==> src/rtl/cs_resp_pkg.sv <==
package cs_resp_pkg;

  typedef enum logic [1:0] {
    K_IACK_HIT,
    K_IACK_MISS,
    K_BKPT,
    K_RSVD
  } cs_kind_e;

  typedef enum logic [2:0] {
    ST_IDLE,
    ST_ARMED,
    ST_DRIVE,
    ST_ACK,
    ST_AUTO,
    ST_DONE
  } rsp_state_e;

  localparam logic [3:0] TYPE_IACK = 4'hF;
  localparam logic [3:0] TYPE_BKPT = 4'h0;
  localparam logic [2:0] FC_CPU    = 3'b111;

endpackage

==> src/rtl/cs_bus_sync.sv <==
module cs_bus_sync #(
  parameter int W      = 7,
  parameter int STAGES = 2,
  parameter logic [W-1:0] RST_VAL = '0
) (
  input  logic         clk,
  input  logic         rst_n,
  input  logic [W-1:0] d,
  output logic [W-1:0] q
);

  generate
    if (STAGES == 0) begin : g_bypass
      assign q = d;
    end else begin : g_flops
      logic [STAGES-1:0][W-1:0] stg;
      always_ff @(posedge clk or negedge rst_n) begin
        if (!rst_n) begin
          for (int i = 0; i < STAGES; i++) stg[i] <= RST_VAL;
        end else begin
          for (int i = STAGES - 1; i > 0; i--) stg[i] <= stg[i-1];
          stg[0] <= d;
        end
      end
      assign q = stg[STAGES-1];
    end
  endgenerate

endmodule

==> src/rtl/cs_classify.sv <==
module cs_classify
  import cs_resp_pkg::*;
#(
  parameter int LVL_W = 3
) (
  input  logic [2:0]       fc,
  input  logic             as_n,
  input  logic [3:0]       type_f,
  input  logic [LVL_W-1:0] bus_lvl,
  input  logic [LVL_W-1:0] req_lvl,
  output logic             cs_start,
  output cs_kind_e         kind
);

  logic lvl_match;

  assign cs_start  = (fc == FC_CPU) && !as_n;
  assign lvl_match = (req_lvl != '0) && (bus_lvl == req_lvl);

  always_comb begin
    if (type_f == TYPE_IACK) begin
      kind = lvl_match ? K_IACK_HIT : K_IACK_MISS;
    end else if (type_f == TYPE_BKPT) begin
      kind = K_BKPT;
    end else begin
      kind = K_RSVD;
    end
  end

endmodule

==> src/rtl/cs_rsp_fsm.sv <==
module cs_rsp_fsm
  import cs_resp_pkg::*;
#(
  parameter int VEC_W = 8
) (
  input  logic             clk,
  input  logic             rst_n,
  input  logic             cs_start,
  input  cs_kind_e         kind,
  input  logic             as_n,
  input  logic             ds_any,
  input  logic             rd,
  input  logic             use_auto,
  input  logic [VEC_W-1:0] vector,
  output logic             ack_n,
  output logic             auto_n,
  output logic [VEC_W-1:0] data_q,
  output logic             oe,
  output logic             bkpt_p,
  output logic             rsvd_p
);

  rsp_state_e state_q, state_d;
  logic       take;

  assign take = (state_q == ST_IDLE) && cs_start;

  always_comb begin
    state_d = state_q;
    unique case (state_q)
      ST_IDLE: begin
        if (cs_start) begin
          state_d = (kind == K_IACK_HIT) ? ST_ARMED : ST_DONE;
        end
      end
      ST_ARMED: begin
        if (as_n) begin
          state_d = ST_IDLE;
        end else if (ds_any && rd) begin
          state_d = use_auto ? ST_AUTO : ST_DRIVE;
        end
      end
      ST_DRIVE: begin
        state_d = as_n ? ST_IDLE : ST_ACK;
      end
      ST_ACK, ST_AUTO, ST_DONE: begin
        if (as_n) state_d = ST_IDLE;
      end
      default: state_d = ST_IDLE;
    endcase
  end

  always_ff @(posedge clk or negedge rst_n) begin
    if (!rst_n) begin
      state_q <= ST_IDLE;
      ack_n   <= 1'b1;
      auto_n  <= 1'b1;
      oe      <= 1'b0;
      data_q  <= '0;
      bkpt_p  <= 1'b0;
      rsvd_p  <= 1'b0;
    end else begin
      state_q <= state_d;
      ack_n   <= !(state_d == ST_ACK);
      auto_n  <= !(state_d == ST_AUTO);
      oe      <= (state_d == ST_DRIVE) || (state_d == ST_ACK);
      bkpt_p  <= take && (kind == K_BKPT);
      rsvd_p  <= take && (kind == K_RSVD);
      if (state_q == ST_ARMED && state_d == ST_DRIVE) begin
        data_q <= vector;
      end else if (state_d == ST_IDLE) begin
        data_q <= '0;
      end
    end
  end

endmodule

==> src/rtl/cpu_space_responder.sv <==
module cpu_space_responder
  import cs_resp_pkg::*;
#(
  parameter int SYNC_STAGES = 2,
  parameter int LVL_W       = 3,
  parameter int VEC_W       = 8
) (
  input  logic             clk,
  input  logic             rst_n,
  input  logic [2:0]       func_code,
  input  logic             addr_strobe_n,
  input  logic             upper_strobe_n,
  input  logic             lower_strobe_n,
  input  logic             rd_wr,
  input  logic [3:0]       addr_type,
  input  logic [LVL_W-1:0] addr_level,
  input  logic [LVL_W-1:0] req_level,
  input  logic             use_autovec,
  input  logic [VEC_W-1:0] vector_byte,
  output logic             ack_n,
  output logic             auto_ack_n,
  output logic [VEC_W-1:0] data_out,
  output logic             data_oe,
  output logic             bkpt_pulse,
  output logic             rsvd_pulse
);

  localparam int BUS_W = 7;
  localparam logic [BUS_W-1:0] BUS_IDLE = 7'b000_1_1_1_1;

  logic [BUS_W-1:0] bus_raw, bus_s;
  logic [2:0]       fc_s;
  logic             as_s_n, uds_s_n, lds_s_n, rw_s;
  logic             cs_start;
  cs_kind_e         kind;

  assign bus_raw = {func_code, addr_strobe_n, upper_strobe_n, lower_strobe_n, rd_wr};
  assign {fc_s, as_s_n, uds_s_n, lds_s_n, rw_s} = bus_s;

  cs_bus_sync #(
    .W(BUS_W), .STAGES(SYNC_STAGES), .RST_VAL(BUS_IDLE)
  ) u_sync (
    .clk(clk), .rst_n(rst_n), .d(bus_raw), .q(bus_s)
  );

  cs_classify #(.LVL_W(LVL_W)) u_class (
    .fc(fc_s), .as_n(as_s_n), .type_f(addr_type), .bus_lvl(addr_level),
    .req_lvl(req_level), .cs_start(cs_start), .kind(kind)
  );

  cs_rsp_fsm #(.VEC_W(VEC_W)) u_fsm (
    .clk(clk), .rst_n(rst_n), .cs_start(cs_start), .kind(kind),
    .as_n(as_s_n), .ds_any(!uds_s_n || !lds_s_n), .rd(rw_s),
    .use_auto(use_autovec), .vector(vector_byte),
    .ack_n(ack_n), .auto_n(auto_ack_n), .data_q(data_out), .oe(data_oe),
    .bkpt_p(bkpt_pulse), .rsvd_p(rsvd_pulse)
  );

endmodule

==> config.mk <==
export PLATFORM = sky130hd
export DESIGN_NAME = cpu_space_responder
export DESIGN_NICKNAME = d
export VERILOG_FILES = /design/src/rtl/cs_resp_pkg.sv /design/src/rtl/cs_bus_sync.sv /design/src/rtl/cs_classify.sv /design/src/rtl/cs_rsp_fsm.sv /design/src/rtl/cpu_space_responder.sv
export SDC_FILE = /design/constraint.sdc
export NUM_CORES = 1
export LEC_CHECK = 0
export BUFFER_PORTS_ARGS = -buffer_cell sky130_fd_sc_hd__buf_2
export CORE_ASPECT_RATIO = 0.75
export CORE_MARGIN = 1.5
export CORE_UTILIZATION = 36
export DETAILED_ROUTE_END_ITERATION = 10
export PLACE_DENSITY_LB_ADDON = 0.3
export SYNTH_ARGS = -nofsm -noshare
export SYNTH_HDL_FRONTEND = slang
export SYNTH_SLANG_ARGS = --single-unit
==> constraint.sdc <==
create_clock -name clk -period 1.8 [get_ports clk]
set_input_delay 0 -clock clk [delete_from_list [all_inputs] [get_ports clk]]
set_output_delay 0 -clock clk [all_outputs]
set_load 0.01 [all_outputs]
== Word-level counts from Yosys, hierarchy flattened ==
Index checks and enable logic that the tools add are counted.

* Multiplexer cells: 13
* $lt $le $gt $ge: 0
* Bitwise logic cells: 0
* Div/mod/pow operators: 0
* Multiply operators: 0
* Add/sub/neg operators: 0
* Shift-type cells: 0
* Reductions and logical operators: 21
* Equality and inequality tests: 13

{| class="wikitable"
|+ Operators with widths
! cell !! count
|-
| $mux W3 || 6
|-
| $mux W8 || 2
|-
| $eq A3 B2 Y1 const B || 4
|-
| $eq A3 B3 Y1 const B || 4
|-
| $pmux W3 S4 || 1
|-
| $logic_and A1 B1 Y1 || 7
|-
| $logic_not A3 Y1 || 2
|-
| $logic_not A1 Y1 || 5
|-
| $eq A2 B2 Y1 const B || 2
|-
| $eq A4 B4 Y1 const B || 1
|-
| $logic_not A4 Y1 || 1
|-
| $mux W2 || 2
|-
| $eq A3 B1 Y1 const B || 1
|-
| $eq A3 B3 Y1 || 1
|-
| $reduce_bool A3 Y1 || 1
|-
| $reduce_or A3 Y1 || 1
|-
| $logic_not A2 Y1 || 1
|-
| $logic_or A1 B1 Y1 || 2
|-
| $mux W1 || 2
|-
| $reduce_bool A2 Y1 || 1
|}

* Memories: 0
* Latch bits: 0
* Output and inout port bits: 13
* Word-level logic and storage cells: 56
* Bits in read-only memories: 0
* Bits in writable memories: 0
* Flip-flop bits (word level): 30

== Logic depth before layout (Yosys ltp) ==
Gate-level depths: netlist (run 1).

* Depth after elaboration: 11
* Mapped depth: 6
* Gate-level depth less buffers: 4

== Hierarchy ==
Synthesis (run 1) repeated with hierarchy kept, for this count alone.

* Cells, all modules: 91
* Area total of the unflattened synthesis: 1266.2 um^2

{| class="wikitable"
|+ Modules (own cells, without submodules)
! module !! area an instance (um^2) !! cells each !! instances
|-
| cs_rsp_fsm || 774.5 || 58 || 1
|-
| cs_bus_sync || 412.9 || 21 || 1
|-
| cs_classify || 75.1 || 11 || 1
|-
| cpu_space_responder || 3.8 || 1 || 1
|}

== Worst setup path after synthesis (run 1) ==
OpenSTA, ideal clock, no wires.

* Path kind: register -> register
* From: reg u_sync.g_flops.stg (netlist bit u_sync.q[0])
* To: reg u_fsm.data_q[0]
* Clock period less this slack: 1498 ps
* Path buffers: 0
* Library setup time: 140 ps
* Cell stages (with the launch flop): 5
* Arrival time: 1358 ps
* Slack: 302 ps
* Required time: 1660 ps
* Cells stage by stage: dfstp_2 > a21boi_2 > a21oi_2 > o41ai_4 > a21oi_1

* Longest elaborated chain between the ends: 7
* Elaborated cells on any way between the ends: 9
* Those cells by class: eq/ne (1); mux (4); reduce/logical (4)

{| class="wikitable"
|+ Ends and longest elaborated chain
! what !! line !! RTL
|-
| start, declared || cs_bus_sync.sv:16 || <nowiki>logic [STAGES-1:0][W-1:0] stg;</nowiki>
|-
| $logic_and A1 B1 Y1 (*) || cs_rsp_fsm.sv:39 || <nowiki>end else if (ds_any && rd) begin</nowiki>
|-
| $mux W3 (*) || cs_rsp_fsm.sv:39 ||
|-
| $mux W3 (*) || cs_rsp_fsm.sv:37 || <nowiki>if (as_n) begin</nowiki>
|-
| $pmux W3 S4 (*) || cs_rsp_fsm.sv:30 || <nowiki>unique case (state_q)</nowiki>
|-
| $eq A3 B2 Y1 || cs_rsp_fsm.sv:69 || <nowiki>if (state_q == ST_ARMED && state_d == ST_DRIVE) begin</nowiki>
|-
| $logic_and A1 B1 Y1 || cs_rsp_fsm.sv:69 ||
|-
| $mux W8 or $reduce_bool A2 Y1 (tied branches) || -- ||
|-
| end signal, assigned || cs_rsp_fsm.sv:70 || <nowiki>data_q <= vector;</nowiki>
|-
| end, declared || cs_rsp_fsm.sv:17 || <nowiki>output logic [VEC_W-1:0] data_q,</nowiki>
|}

Mark *: on every way between the ends. The rest lies on a longest branch, timed or not.
A chain may end at the register's enable or synchronous reset.

== Final worst setup path (run 1) ==
* From: reg u_sync.g_flops.stg (netlist bit u_sync.q[0])
* To: reg u_fsm.data_q[3]

Same word-level chain as after synthesis.

==> results by group, run 1 <==
Outcome
  – Run status: completed

Floorplan
  – # rows: 17
  – IO Pins: slightly above 40
  – Die H: approximately 53 um
  – Die area: 3659 um^2
  – Core Area: between 3000 and 4000 um^2
  – Die Width: 69.35 um
  – Initial Util: between 30% and 40%

Logic synthesis
  – Most used DFF post-synth: dfrtp_1
  – Mapped Nets: ~110
  – Largest area contributor in the netlist: dfrtp_1
  – Yosys warning count: 0
  – #FFs+latches synth: 30
  – Register area share after synthesis: between 60 and 70%
  – Synth top area cells: dfrtp_1, dfstp_2, mux2i_1
  – Ys async rst share: 100.0%
  – Yosys cell types: 33
  – Cell area after synthesis: between 1000 and 1500 um^2
  – Most common cell in the synthesized netlist: dfrtp_1
  – Mean post-synth cell area: roughly 14 um^2
  – Synth top area share: 42.11%
  – Cells after synthesis: 84
  – Synth top cells by count: dfrtp_1, dfstp_2, a21oi_1, mux2i_1, nor2_1
  – Number of flops mapped to enable cells by yosys: 0

Layout
  – Post-route cell area: between 1500 and 2000 um^2
  – Area delta synth->final: 36.32%
  – Final cell count without fillers: 180
  – Layout cell share with drive strength beyond 1: between 40% and 50%
  – Fill cell count: about 260
  – Area of the multi-input gates: 394.1 um^2
  – Fin util: a little over half
  – ANT cells: 0
  – Nets: 169
  – Sequential cell area: ~760 um^2

Critical path
  – Slowest cell on the critical path: o41ai_4
  – Critical Path Sink Type: register
  – Max stage delay on crit path: 0.51 ns
  – CP startpoint kind: register
  – Crit path DAT: 1.80 ns
  – Critical path type: reg -> reg
  – Worst Path Required: 1.94 ns
  – Crit path cell chain: a21boi_2 -> a21oi_2 -> o41ai_4 -> a21oi_1
  – CP max FO: 9

Flow run
  – Max_cap viols: 0

Detailed routing
  – Met3 wire len: approximately 120 um
  – Top Layer Used: met4
  – Drt wl/cell: ~13 um
  – Detailed Route WL: 2.293 mm
  – Via density: 4.761
  – Met1 WL: roughly 990 um
  – Residual DRC: 0
  – First DRT Iteration DRCs: 31
  – WL met2: between 1 and 1.5 mm
  – Iteration count of the initial detailed-routing pass: 4
  – ANT nets after route: 0
  – Vias post-DR: between 800 and 900

STA
  – Unrepaired setup endpoints after global routing: false
  – Worst slew pin tran: slightly above 0.6 ns
  – Achievable Freq: 600.5 MHz
  – Final setup fails: 0
  – Crit share post-route: between 90% and 100%
  – Clk_skew: 0.008425 ns
  – Final hold violations: 0
  – Setup TNS: 0 ns
  – Slew Limit Fails: 0
  – Tmin final: ~1.7 ns
  – Worst rel slew slack: a little under 60%

Placement
  – Routability cong.: 0.7366
  – Post-DP HPWL: between 1.5 and 2 mm
  – Placed Cells: 160
  – DP Area: approximately 1400 um^2
  – IO buf count: 40

Min path
  – Worst min-delay path class: in -> reg

Clock network
  – Clock tree buffer depth: 2
  – TritonCTS clock tree: yes
  – Post CTS Setup Buffer Count: 0
  – Root Driver: clkbuf_8
  – CTS buffer count: 5
  – Clk sinks: 30
  – H-tree depth: 2
  – Skew-Pair Late Insertion Delay: about 0.28 ns
  – Clock transition at path regs: 0.06 ns

GRT
  – Vias in the first global route: about 840
  – Total Routing Usage GR: about 14%
  – Largest net degree at the start of global routing: 31
  – Global-route wire length before repair: ~3.7 mm
  – Gr ovfl total: 0
  – Antenna violations before repair: 0

Power and ir drop
  – Tot Pwr: around 0.0014 W
  – Peak supply drop: ~0.45 mV
  – P per Cell Area: between 800 and 900 nW/um^2
  – Pleak: ~0.81 nW
-- layout by cell type, fill, tap and decap left out, drive strengths merged, types with 3 or more instances in the layout --
cell type / n
buf: 41
dlygate4sd3: 12
mux2i: 8
nor2: 4
dfstp: 10
nand2: 3
dfrtp: 20
a21oi: 11
clkbuf: 8
-- final timing paths --
path	start	end	slack [ns]	cells past startpoint
min in group asynchronous	rst_n	u_sync.g_flops.stg[6]$_DFF_PN0_	0.28	2
setup / recovery	u_sync.q[0]$_DFF_PN1_	u_fsm.data_q[3]$_DFFE_PN0P_	0.13	4
setup reg to reg	u_sync.q[0]$_DFF_PN1_	u_fsm.data_q[3]$_DFFE_PN0P_	0.13	4
max in group asynchronous	rst_n	u_fsm.data_q[3]$_DFFE_PN0P_	1.12	2
hold / removal	vector_byte[5]	u_fsm.data_q[5]$_DFFE_PN0P_	0.004	3
hold reg to reg	u_sync.g_flops.stg[4]$_DFF_PN0_	u_sync.q[4]$_DFF_PN0_	0.35	0
-- final cells by class --
| type | instances | area share [%] |
|---|---|---|
| tap | 38 | 2.934 |
| timing repair buffer | 53 | 20.23 |
| inverter | 2 | 0.4633 |
| sequential | 30 | 47.10 |
| multi-input combinational | 49 | 24.32 |
| clock buffer | 8 | 4.942 |
-- metrics by stage --
step                      hold WS (ns)  worst slack, ns
after CTS                     0.005469           0.1109
final                         0.003684           0.1346
after global routing          0.003465          0.01953
after detailed placement       0.06336           0.1101
after global placement         0.04409           0.1847
after floorplan                -0.2956           0.3020
-- flip-flops by register name (all words and copies together), names as in the netlist --
register            cells
u_fsm.bkpt_p            1
u_fsm.ack_n             1
u_sync.q                7
u_fsm.rsvd_p            1
u_fsm.oe                1
u_fsm.data_q            8
u_sync.g_flops.stg      7
u_fsm.auto_n            1
u_fsm.state_q           3
-- worst max-delay path, delay by kind of cell (launching register included) --
family | cells | cell delay, ns
flip-flops | 1 | 0.50
AO/OA/AOI/OAI | 4 | 1.03
-- per-layer routing --
layer	GRT usage [%]	vias up
met5	0	-
met4	5.882	0
met3	7.885	5
met2	22.92	26
met1	15.33	410
li1	-	416
-- timing repair --
action | CTS | global route
endpoints found under the hold margin | 30 | 0
gates resized for setup | 0 | 0
endpoints found under the setup margin | 0 | 0
hold buffers | 12 | 0
-- kinds of logic (layout without fill, tap and decap cells) --
| kind of cell | count (synthesis) | in the layout | synth area share [%] |
|---|---|---|---|
| muxes | 8 | 8 | 6.737 |
| DFF | 30 | 30 | 64.21 |
| AOI/OAI and AO/OA | 20 | 20 | 13.16 |
| xor gates and xnor gates | 2 | 2 | 1.474 |
| buffers and inverters | 5 | 63 | 2.631 |
| and+or+nand+nor | 19 | 19 | 11.79 |
-- power breakdown --
part           switching, W  total, W  leakage, nW  internal (W)
clock network      0.000224  0.000497       0.0395      0.000273
logic             0.0000616  0.000129        0.402     0.0000671
registers         0.0000167  0.000724        0.370      0.000708
Power figures use the tool's default switching activity.
==> inputs of run 2 (changes only) <==
--- a/config.mk
+++ b/config.mk
@@ -9,6 +9,7 @@
 export CORE_ASPECT_RATIO = 0.75
 export CORE_MARGIN = 1.5
 export CORE_UTILIZATION = 36
+export CTS_BUF_LIST = sky130_fd_sc_hd__clkbuf_2 sky130_fd_sc_hd__clkbuf_4 sky130_fd_sc_hd__clkbuf_8
 export DETAILED_ROUTE_END_ITERATION = 10
 export PLACE_DENSITY_LB_ADDON = 0.3
 export SYNTH_ARGS = -nofsm -noshare
==> results by group, run 2 (same netlist as run 1, synthesis figures left out) <==
Outcome
  – Run status: completed

Detailed routing
  – Vias post-DR: 851 (-0.70%)
  – Drt wl/cell: 12.61 um (-1.0%)
  – Via density: 4.728 (-0.70%)
  – Residual DRC: 0 (unchanged)
  – Iteration count of the initial detailed-routing pass: 4 (unchanged)
  – First DRT Iteration DRCs: 30 (-3.2%)
  – Detailed Route WL: 2.270 mm (-1.0%)
  – ANT nets after route: 0 (unchanged)

STA
  – Worst rel slew slack: 58.57% (about the same)
  – Setup TNS: 0 ns (unchanged)
  – Final worst setup slack: 0.1378 ns (+0.003221 ns)
  – Unrepaired setup endpoints after global routing: false
  – Tmin final: 1.662 ns (-0.003221 ns)
  – Clk_skew: 0.008413 ns (-0.00001171 ns)
  – Slew Limit Fails: 0 (unchanged)
  – Achievable Freq: 601.6 MHz (+0.19%)
  – Final setup fails: 0 (unchanged)
  – Worst slew pin tran: 0.6215 ns (-0.0005617 ns)
  – Crit share post-route: 92.34% (-0.18 points)
  – Final hold violations: 0 (unchanged)
  – Hold_ws: 0.002709 ns (-0.0009752 ns)

Power and ir drop
  – Sw frac: 21.55% (-0.82 points)
  – Sequential power share: 52.0% (-1.6 points)
  – Peak supply drop: 0.5108 mV (+13%)
  – Internal Pwr Total: 0.001093 W (+4.3%)
  – Gate power share: 9.2% (-0.3 points)
  – Pleak: 0.8213 nW (+1.3%)
  – P per Cell Area: 854.2 nW/um^2 (+2.5%)
  – Psw: 0.0003003 W (-0.59%)
  – Clock network fraction of total power: 38.8% (+2.0 points)

Critical path
  – Worst Path Required: 1.94 ns (about the same)
  – Worst R2R Setup Slack: 0.14 ns (about the same)
  – R2r endpoint: u_fsm.data_q[3]$_DFFE_PN0P_
  – CP max FO: 9 (unchanged)
  – Reg2reg path depth: 4 (unchanged)
  – Reg2Reg Launch Point: u_sync.q[0]$_DFF_PN1_
  – Critical Path Sink Type: register
  – Critical path type: reg -> reg
  – CP startpoint kind: register
  – Crit path DAT: 1.80 ns (about the same)

Clock network
  – Clock tree buffer depth: 2 (unchanged)
  – Skew-Pair Late Insertion Delay: 0.28 ns (about the same)
  – Post CTS Setup Buffer Count: 0 (unchanged)
  – TritonCTS clock tree: yes
  – H-tree depth: 2 (unchanged)
  – Clk sinks: 30 (unchanged)
  – CTS buffer count: 5 (unchanged)
  – Clock transition at path regs: 0.06 ns (about the same)
  – Root Driver: clkbuf_8

Layout
  – Area delta synth->final: 37.26%
  – Max reg flops: 8 (unchanged)
  – Nets: 169 (unchanged)
  – ANT cells: 0 (unchanged)
  – Commonest non-fill, non-tap cells in the layout: buf_2, dfrtp_1, dlygate4sd3_1
  – Fill cell count: 262 (-0.38%)
  – Biggest register: u_fsm.data_q
  – Most common cell after layout, fill and taps aside: buf_2
  – Layout cell share with drive strength beyond 1: 49.30% (+2.1 points)

Min path
  – Hold wc startpoint: vector_byte[5]
  – Worst min-delay path class: in -> reg
  – Endpoint, Worst Hold: u_fsm.data_q[5]$_DFFE_PN0P_
  – Hold Crit Depth: 3 (unchanged)

Placement
  – Post-DP HPWL: 1.622 mm (unchanged)
  – IO buf count: 40 (unchanged)
  – Routability cong.: 0.7366 (unchanged)
  – Pre-CTS setup slack: 0.1101 ns (unchanged)

GRT
  – Antenna violations before repair: 0 (unchanged)
  – Vias in the first global route: 847 (+1.2%)
  – Total Routing Usage GR: 13.96% (-0.086 points)
  – Gr ovfl total: 0 (unchanged)
  – Global-route wire length before repair: 3.684 mm (-0.38%)
  – Largest net degree at the start of global routing: 31 (unchanged)

Floorplan
  – IO Pins: 41 (unchanged)
  – # rows: 17 (unchanged)
  – Die Width: 69.35 um (unchanged)
  – Die H: 52.77 um (unchanged)
  – Core Area: 3042 um^2 (unchanged)
  – Die area: 3659 um^2 (unchanged)
  – Initial Util: 39.08% (unchanged)

Flow run
  – Max_cap viols: 0 (unchanged)
## run 2: cell type report
type                    instances  area [um^2]  area share, %
well taps                      38        47.55          2.914
repair buffers                 53        327.8          20.09
flip-flops and latches         30        763.2          46.78
multi-input cells              49        394.1          24.16
clock buffers                   8        91.34          5.598
inverters                       2        7.507         0.4601
## run 2: how the worst max path moves through the flow
stage | from | to | slack (ns) | cells past startpoint
after floorplan | u_sync.q[0]$_DFF_PN1_ | u_fsm.data_q[0]$_DFFE_PN0P_ | 0.30 | 4
after global placement | u_sync.q[0]$_DFF_PN1_ | u_fsm.data_q[4]$_DFFE_PN0P_ | 0.18 | 4
after detailed placement | u_sync.q[0]$_DFF_PN1_ | u_fsm.data_q[3]$_DFFE_PN0P_ | 0.11 | 4
after CTS | u_sync.q[0]$_DFF_PN1_ | u_fsm.data_q[3]$_DFFE_PN0P_ | 0.11 | 4
after global routing | u_sync.q[0]$_DFF_PN1_ | u_fsm.data_q[1]$_DFFE_PN0P_ | 0.02 | 4
final | u_sync.q[0]$_DFF_PN1_ | u_fsm.data_q[3]$_DFFE_PN0P_ | 0.14 | 4
## run 2: timing repair
item,in CTS,in global routing
resized for setup,0,0
hold endpoints to repair,30,0
hold buffers,12,0
## run 2: stage by stage
stage	util (%)	cells	total power, W	area [um^2]
2_1_floorplan	-	84	0.0007909	1189
3_3_place_gp	46.69	160	0.0008397	1420
3_5_place_dp	46.69	160	0.0008457	1420
4_1_cts	53.64	180	0.001415	1632
5_1_grt	53.64	180	0.001462	1632
6_report	53.64	180	0.001394	1632
## run 2: worst max-delay path, stage by stage, from the launching register on
cell,delay (ns)
dfstp_2,0.50
a21boi_2,0.25
a21oi_2,0.11
o41ai_4,0.51
a21oi_1,0.15
## run 2: power groups by stage
stage          combinational [W]  clock (W)  sequential, W
6_report                0.000128   0.000541       0.000724
4_1_cts                 0.000130   0.000561       0.000724
5_1_grt                 0.000142   0.000595       0.000726
2_1_floorplan          0.0000583          0       0.000733
3_5_place_dp            0.000110          0       0.000735
3_3_place_gp            0.000106          0       0.000734
## run 2: layer usage
layer	vias to the layer above	global-route usage (%)	routed length, um
met5	-	0	0
met4	0	8.824	63
met3	9	6.154	123
met2	25	23.08	1145
met1	402	14.96	937
li1	415	-	-
==> inputs of run 3 (changes only) <==
--- a/config.mk
+++ b/config.mk
@@ -8,10 +8,11 @@
 export BUFFER_PORTS_ARGS = -buffer_cell sky130_fd_sc_hd__buf_2
 export CORE_ASPECT_RATIO = 0.75
 export CORE_MARGIN = 1.5
-export CORE_UTILIZATION = 36
+export CORE_UTILIZATION = 45
 export CTS_BUF_LIST = sky130_fd_sc_hd__clkbuf_2 sky130_fd_sc_hd__clkbuf_4 sky130_fd_sc_hd__clkbuf_8
 export DETAILED_ROUTE_END_ITERATION = 10
 export PLACE_DENSITY_LB_ADDON = 0.3
+export RECOVER_POWER = 100
 export SYNTH_ARGS = -nofsm -noshare
 export SYNTH_HDL_FRONTEND = slang
 export SYNTH_SLANG_ARGS = --single-unit
==> results by group, run 3 (same netlist as run 1, synthesis figures left out) <==
Outcome
  – Run status: completed

Layout
  – Commonest non-fill, non-tap cells in the layout: buf_2, dfrtp_1, dlygate4sd3_1
  – Fin util: 67.97% (+14 points)
  – Biggest register: u_fsm.data_q
  – Area delta synth->final: 37.37% (about the same)
  – Max reg flops: 8 (unchanged)
  – Most common cell after layout, fill and taps aside: buf_2
  – ANT cells: 0 (unchanged)
  – Nets: 175 (+3.6%)
  – Layout cell share with drive strength beyond 1: 34.46% (-15 points)

Detailed routing
  – Residual DRC: 0 (unchanged)
  – ANT nets after route: 0 (unchanged)
  – Iteration count of the initial detailed-routing pass: 4 (unchanged)
  – Vias post-DR: 860 (+1.1%)
  – First DRT Iteration DRCs: 13 (-57%)
  – Drt wl/cell: 11.76 um (-6.7%)
  – Via density: 4.725 (about the same)
  – Detailed Route WL: 2.141 mm (-5.7%)

Clock network
  – H-tree depth: 2 (unchanged)
  – Skew-Pair Late Insertion Delay: 0.32 ns (+0.04 ns)
  – Clock tree buffer depth: 2 (unchanged)
  – Clock transition at path regs: 0.09 ns (+0.03 ns)
  – Post_cts resized: 0 (unchanged)
  – CTS buffer count: 5 (unchanged)
  – Clk sinks: 30 (unchanged)
  – TritonCTS clock tree: yes
  – Root Driver: clkbuf_4

Critical path
  – Crit path DAT: 1.86 ns (+0.06 ns)
  – Crit path cell chain: or2b_1 -> a21oi_2 -> o41ai_4 -> a21oi_1
  – Reg2reg path depth: 4 (unchanged)
  – Critical path type: reg -> reg
  – Reg2Reg Launch Point: u_fsm.state_q[1]$_DFF_PN0_
  – Slowest cell on the critical path: dfrtp_1
  – Crit path buffers/inverters: 0 (unchanged)
  – CP startpoint kind: register
  – R2r endpoint: u_fsm.data_q[4]$_DFFE_PN0P_
  – Worst Path Required: 1.99 ns (+0.05 ns)
  – Critical Path Sink Type: register
  – Cell family with most CP delay: compound AO/OA/AOI/OAI gates
  – CP max FO: 9 (unchanged)
  – Worst R2R Setup Slack: 0.13 ns (about the same)
  – Max stage delay on crit path: 0.58 ns (+0.07 ns)

GRT
  – GR Util met2: 31.52% (+8.4 points)
  – Global-route wire length before repair: 3.594 mm (-2.4%)
  – Global routing usage on met1: 17.67% (+2.7 points)
  – M3 GR Usage: 5.176% (-0.98 points)
  – Antenna violations before repair: 0 (unchanged)
  – Largest net degree at the start of global routing: 31 (unchanged)
  – Vias in the first global route: 885 (+4.5%)
  – Gr ovfl total: 0 (unchanged)
  – Total Routing Usage GR: 16.71% (+2.8 points)
  – Gr busiest metal: met2

STA
  – Tmin final: 1.673 ns (+0.01069 ns)
  – Worst slew pin tran: 1.486 ns (+0.8643 ns)
  – Slew Limit Fails: 0 (unchanged)
  – Hold_ws: 0.04731 ns (+0.04460 ns)
  – Setup TNS: 0 ns (unchanged)
  – Crit share post-route: 92.94% (+0.59 points)
  – Worst rel slew slack: 0.9444% (-58 points)
  – Final setup fails: 0 (unchanged)
  – Clk_skew: 0.008016 ns (-0.0003974 ns)
  – Unrepaired setup endpoints after global routing: false
  – Achievable Freq: 597.8 MHz (-0.64%)
  – Final hold violations: 0 (unchanged)
  – Final worst setup slack: 0.1271 ns (-0.01069 ns)

Power and ir drop
  – Internal Pwr Total: 0.0009815 W (-10%)
  – Sequential power share: 57.2% (+5.2 points)
  – Peak supply drop: 0.4611 mV (-9.7%)
  – Gate power share: 10.6% (+1.4 points)
  – Pleak: 0.7760 nW (-5.5%)
  – Psw: 0.0002801 W (-6.7%)
  – P per Cell Area: 772.7 nW/um^2 (-9.5%)
  – Sw frac: 22.20% (+0.65 points)
  – Tot Pwr: 0.001262 W (-9.5%)
  – Clock network fraction of total power: 32.2% (-6.6 points)

Min path
  – Endpoint, Worst Hold: u_fsm.rsvd_p$_DFF_PN0_
  – Hold wc startpoint: addr_type[0]
  – Worst min-delay path class: in -> reg
  – Hold Crit Depth: 3 (unchanged)

Floorplan
  – Initial Util: 49.48% (+10 points)
  – Die Width: 62.35 um (-10%)
  – IO Pins: 41 (unchanged)
  – Die H: 47.51 um (-10%)
  – Die area: 2962 um^2 (-19%)
  – Core Area: 2402 um^2 (-21%)
  – # rows: 15 (-2)

Placement
  – Routability cong.: 0.8253 (+12%)
  – IO buf count: 40 (unchanged)
  – Pre-CTS setup slack: 0.1412 ns (+0.03113 ns)
  – Post-DP HPWL: 1.484 mm (-8.5%)

Flow run
  – Max_cap viols: 0 (unchanged)
## run 3: layout make-up
class | count | area [um^2]
Tap cell | 34 | 42.54
Fill cell | 203 | 769.5
Sequential cell | 30 | 763.2
Multi-Input combinational cell | 49 | 385.4
Inverter | 2 | 7.507
Clock inverter | 1 | 5.005
Clock buffer | 7 | 58.81
Timing Repair Buffer | 59 | 370.4
## run 3: worst max path at each step
stage	endpoint	depth (start not counted)	start	slack (ns)
floorplan	u_fsm.data_q[0]$_DFFE_PN0P_	4	u_sync.q[0]$_DFF_PN1_	0.30
global placement	u_fsm.data_q[5]$_DFFE_PN0P_	4	u_sync.q[0]$_DFF_PN1_	0.20
detailed placement	u_fsm.data_q[4]$_DFFE_PN0P_	4	u_sync.q[0]$_DFF_PN1_	0.14
CTS	u_fsm.data_q[4]$_DFFE_PN0P_	4	u_sync.q[0]$_DFF_PN1_	0.12
global route	u_fsm.state_q[1]$_DFF_PN0_	2	rst_n	0.03
finish	u_fsm.data_q[4]$_DFFE_PN0P_	4	u_fsm.state_q[1]$_DFF_PN0_	0.13
## run 3: layer usage
metal  wire, um  vias to the layer above  share of wire (%)
met5          0                        -                  0
met4         26                        0                1.2
met3        104                        4                4.9
met2       1119                       25                 52
met1        891                      404                 42
li1           -                      427                  -
## run 3: power groups by stage
stage,combinational [W],sequential (W),clock [W]
5_1_grt,0.000149,0.000725,0.000458
6_report,0.000134,0.000721,0.000407
2_1_floorplan,0.0000583,0.000733,0
3_5_place_dp,0.000110,0.000735,0
3_3_place_gp,0.000105,0.000733,0
4_1_cts,0.000139,0.000722,0.000430
## run 3: worst min-delay path: stages
cell and delay (ns):
buf_2 0.08, and4_1 0.18, nor3b_1 0.05
## run 3: stage by stage
| stage | instance area [um^2] | instances |
|---|---|---|
| 4_1_cts | 1659 | 182 |
| 3_3_place_gp | 1415 | 156 |
| 5_1_grt | 1633 | 182 |
| 3_5_place_dp | 1415 | 156 |
| 6_report | 1633 | 182 |
| 2_1_floorplan | 1189 | 84 |
## run 3: repair_timing
action / in CTS / in global routing
buffers inserted: 0 / 0
hold buffers: 18 / 0
hold endpoints to repair: 36 / 0
